### src/rtl/ppd_pkg.sv
`timescale 1ns/1ps
package ppd_pkg;
   // bit 1: zero-count parity, bit 0: one-count parity (1 = odd)
   typedef enum logic [1:0] {
      PS_EE = 2'b00,
      PS_EO = 2'b01,
      PS_OE = 2'b10,
      PS_OO = 2'b11
   } ppd_state_e;

   localparam int PPD_NUM_STATES = 4;
   localparam int PPD_STYLE_PACKED = 0;
   localparam int PPD_STYLE_ONEHOT = 1;
endpackage

### src/rtl/ppd_next.sv
`timescale 1ns/1ps
module ppd_next
   import ppd_pkg::*;
(
   input  ppd_state_e cur,
   input  logic       bit_in,
   output ppd_state_e nxt
);
   always_comb begin
      unique case (cur)
         PS_EE:   nxt = bit_in ? PS_EO : PS_OE;
         PS_EO:   nxt = bit_in ? PS_EE : PS_OO;
         PS_OE:   nxt = bit_in ? PS_OO : PS_EE;
         PS_OO:   nxt = bit_in ? PS_OE : PS_EO;
         default: nxt = PS_EE;
      endcase
   end
endmodule

### src/rtl/ppd_state_reg.sv
`timescale 1ns/1ps
module ppd_state_reg
   import ppd_pkg::*;
#(
   parameter int STYLE = PPD_STYLE_PACKED
) (
   input  logic       clk,
   input  logic       rst,
   input  logic       en,
   input  ppd_state_e d,
   output ppd_state_e q
);
   localparam int OH_W = PPD_NUM_STATES;

   generate
      if (STYLE == PPD_STYLE_PACKED) begin : g_packed
         ppd_state_e st_q;
         always_ff @(posedge clk) begin
            if (rst)     st_q <= PS_EE;
            else if (en) st_q <= d;
         end
         assign q = st_q;
      end else if (STYLE == PPD_STYLE_ONEHOT) begin : g_onehot
         logic [OH_W-1:0] oh_q;
         logic [OH_W-1:0] oh_d;
         always_comb begin
            oh_d = '0;
            oh_d[d] = 1'b1;
         end
         always_ff @(posedge clk) begin
            if (rst)     oh_q <= OH_W'(1);
            else if (en) oh_q <= oh_d;
         end
         always_comb begin
            q = PS_EE;
            for (int i = 0; i < OH_W; i++) begin
               if (oh_q[i]) q = ppd_state_e'(2'(i));
            end
         end
      end else begin : g_bad
         $error("ppd_state_reg: STYLE must be 0 or 1");
      end
   endgenerate
endmodule

### src/rtl/ppd_out_dec.sv
`timescale 1ns/1ps
module ppd_out_dec
   import ppd_pkg::*;
(
   input  ppd_state_e st,
   output logic       hit
);
   always_comb hit = (st == PS_OO);
endmodule

### src/rtl/parity_prefix_det.sv
`timescale 1ns/1ps
module parity_prefix_det
   import ppd_pkg::*;
#(
   parameter int STATE_STYLE = PPD_STYLE_PACKED
) (
   input  logic clk,
   input  logic rst,
   input  logic bit_en,
   input  logic bit_in,
   output logic det_out,
   output logic det_vld
);
   if (STATE_STYLE != PPD_STYLE_PACKED && STATE_STYLE != PPD_STYLE_ONEHOT) begin : g_style_chk
      $error("parity_prefix_det: STATE_STYLE out of range");
   end

   ppd_state_e cur_st;
   ppd_state_e nxt_st;
   logic       nxt_hit;

   ppd_next u_next (
      .cur    (cur_st),
      .bit_in (bit_in),
      .nxt    (nxt_st)
   );

   ppd_state_reg #(.STYLE(STATE_STYLE)) u_reg (
      .clk (clk),
      .rst (rst),
      .en  (bit_en),
      .d   (nxt_st),
      .q   (cur_st)
   );

   ppd_out_dec u_dec (
      .st  (nxt_st),
      .hit (nxt_hit)
   );

   always_ff @(posedge clk) begin
      if (rst) begin
         det_out <= 1'b0;
         det_vld <= 1'b0;
      end else begin
         det_vld <= bit_en;
         if (bit_en) det_out <= nxt_hit;
      end
   end
endmodule

### config.mk
export PLATFORM = sky130hd
export DESIGN_NAME = parity_prefix_det
export DESIGN_NICKNAME = d
export VERILOG_FILES = /design/src/rtl/ppd_pkg.sv /design/src/rtl/ppd_next.sv /design/src/rtl/ppd_state_reg.sv /design/src/rtl/ppd_out_dec.sv /design/src/rtl/parity_prefix_det.sv
export SDC_FILE = /design/constraint.sdc
export NUM_CORES = 1
export LEC_CHECK = 0
export BUFFER_PORTS_ARGS = -buffer_cell sky130_fd_sc_hd__buf_2
export CAP_MARGIN = 20
export CORE_AREA = 2 2 39 41
export CTS_CLUSTER_SIZE = 40
export DETAILED_ROUTE_END_ITERATION = 12
export DIE_AREA = 0 0 41 43
export GPL_TIMING_DRIVEN = 0
export SETUP_SLACK_MARGIN = 0.5
export SYNTH_ARGS = -nofsm -noshare
export SYNTH_HDL_FRONTEND = slang
export SYNTH_SLANG_ARGS = --single-unit
### constraint.sdc
create_clock -name clk -period 1.15 [get_ports clk]
set_input_delay 0.1725 -clock clk [delete_from_list [all_inputs] [get_ports clk]]
set_output_delay 0.1725 -clock clk [all_outputs]
set_load 0.02 [all_outputs]
==> results.json <==
{
  "crit_family": "flip-flops",
  "r2r-start": "u_reg.q[0]$_SDFFE_PP0P_",
  "clock_sinks": 4,
  "relSlewSlack": 0.875,
  "wl_met1_um": 135,
  "cts_max_path_buffers": 2,
  "port-buffer-count": 5,
  "period_share": 0.734,
  "ys_warn_count": 0,
  "place_ws_ps": 355,
  "start_util": 0.108,
  "clock_skew_ps": 1.14,
  "wl_met2_um": 129,
  "critical_path_buf_inv_count": 1,
  "yosys-top-cells-area": "dfxtp_1 (53%), nor2_1 (10%), a311oi_1 (5.8%)",
  "grt_pass1_vias": 128,
  "fin_ws_ps": 306,
  "die_width_um": 41,
  "clockRootBuffer": "clkbuf_4",
  "ys_types": 9,
  "critPathMaxStageDelay_ps": 310,
  "clk_latency_ps": 240,
  "power.leakage_nw": 0.113,
  "synth-seq-cells": 4,
  "crit_arrival_ps": 670,
  "finalMaxSlewViolations": 0,
  "synth-edff-count": 0,
  "synth_top_area_share": 0.533,
  "period_needed_ps": 844,
  "ff2ff_path_depth": 2,
  "clkTransAtPathRegs_ps": 40,
  "grt_antenna_before_repair": 0,
  "hold_path_end": "u_reg.q[1]$_SDFFE_PP0P_",
  "n_fill_cell": 154,
  "die_area_um2": 1760,
  "status": "complete, no violations",
  "drc_errors": 0,
  "area_growth_pct": 76.7,
  "fin_total_pwr_w": 0.000402,
  "synth_commonest_cells": "dfxtp_1 (4), nor2_1 (4), nand2_1 (2)",
  "syn-num-nets": 20,
  "crit_type": "flip-flop to primary output",
  "tritoncts": "done",
  "grt_setup_unrepaired": "yes",
  "gp_congestion": 0.462,
  "hp-class": "primary input to flip-flop",
  "ir_drop_v": 0.000146,
  "routed_wl_um": 333,
  "wl_per_cell_um": 7.93,
  "power_density_nw_per_um2": 1520,
  "start_kind": "flip-flop",
  "grt_pass1_wl_um": 455,
  "path_max_fanout": 2,
  "grt_max_degree": 6,
  "endpoint_kind": "primary output",
  "drt-initial-drc-count": 1,
  "synthCells": 16,
  "hold_start": "rst",
  "required_ps": 980,
  "ios": 6,
  "seq_area_um2": 85.1,
  "reg2reg_to": "det_out$_SDFFE_PP0P_",
  "holdPathStages": 2,
  "synthFlopType": "dfxtp_1",
  "syn_area_um2": 150,
  "max_freq_mhz": 1190,
  "nets": 32,
  "fin_setup_tns_ps": 0,
  "cp_cell_sequence": "buf_6",
  "fp.dieH_um": 43,
  "diodes": 0,
  "highest-signal-layer": "met4",
  "vias": 144,
  "multi_input_area_um2": 77.6,
  "synthArstFlopShare": 0,
  "std_cell_rows": 14,
  "syn_area_per_cell_um2": 9.38,
  "h-tree-depth": 1,
  "yosysTopAreaCell": "dfxtp_1",
  "synth-seq-area-share": 0.533,
  "tightest_slew_ps": 186,
  "drtAntennaViolNets": 0,
  "max_cap_violations": 0,
  "avgViaCountPerCell": 3.43,
  "drive_gt1_frac": 0.577,
  "routed-wl-met3_um": 43,
  "drtPass1Iterations": 4,
  "grtUsageTotal": 0.0460,
  "final-setup-viol-count": 0,
  "rrSetupSlack_ps": 370,
  "crit_path_top_delay_cell": "dfxtp_2",
  "final-hold-violation-count": 0,
  "grt.overflow.total": 0,
  "numCtsBuffers": 3,
  "core_area_um2": 1380
}
-- worst max path at each step --
stage / from / to / cells after the start
finish: det_out$_SDFFE_PP0P_ / det_out / 1
global route: det_out$_SDFFE_PP0P_ / det_out / 1
CTS: det_out$_SDFFE_PP0P_ / det_out / 1
detailed placement: u_reg.q[0]$_SDFFE_PP0P_ / det_out$_SDFFE_PP0P_ / 2
global placement: u_reg.q[0]$_SDFFE_PP0P_ / det_out$_SDFFE_PP0P_ / 2
floorplan: u_reg.q[0]$_SDFFE_PP0P_ / det_out$_SDFFE_PP0P_ / 2
-- state kept, by name (all words and copies together), names as in the netlist --
name,flops
u_reg.q,2
det_out,1
det_vld,1
-- logic make-up (layout without fill, tap and decap cells) --
| group | Yosys count | in the layout | share of synthesized area |
|---|---|---|---|
| buffers and inverters | 0 | 10 | 0 |
| AO/OA/AOI/OAI | 1 | 1 | 0.0583 |
| flip-flops | 4 | 4 | 0.533 |
| AND/OR/NAND/NOR | 9 | 9 | 0.292 |
| XOR/XNOR | 2 | 2 | 0.117 |
-- per-layer routing --
layer,track usage,vias to the layer above
li1,-,73
met1,0.0382,61
met2,0.0500,8
met3,0.0157,2
met4,0.100,0
met5,0,-
-- worst register-to-register path: stages (launching register included) --
cell      delay [ps]
dfxtp_2          310
nand3b_1         150
a311oi_1         230
-- where the power goes --
group | switching (W) | internal (W)
registers | 0.00000721 | 0.000152
clock network | 0.0000631 | 0.000117
logic | 0.0000253 | 0.0000374
total | 0.0000956 | 0.000307
-- placed cells by master (no fill, tap or decap) --
cell      synthesis  layout
buf_6             0       4
and2b_1           1       1
nor2_1            4       4
nand3b_1          1       1
dfxtp_2           0       4
buf_2             0       3
a311oi_1          1       1
nor2b_1           1       1
xnor2_2           0       1
clkbuf_4          0       3
xor2_1            1       1
nand2_1           2       2
-- area by class of cell --
type / count / share of cell area
clock buffer: 3 / 0.0849
tap: 16 / 0.0755
sequential: 4 / 0.321
timing repair buffer: 7 / 0.226
multi-input combinational: 12 / 0.292
-- metrics by stage --
step	hold WS, ps	cells	instance area [um2]	util
after detailed placement	381	37	198	0.143
final	127	42	265	0.192
after global routing	122	42	265	0.192
after global placement	381	37	198	0.143
after CTS	122	41	254	0.184
after floorplan	237	16	153	-
-- timing repair --
item | in CTS | in global routing
hold buffers | 0 | 0
gates resized for setup | 8 | 1
pin swaps | 5 | 2
buffers inserted | 1 | 1
setup endpoints to repair | 4 | 5
Power figures use the tool's default switching activity.
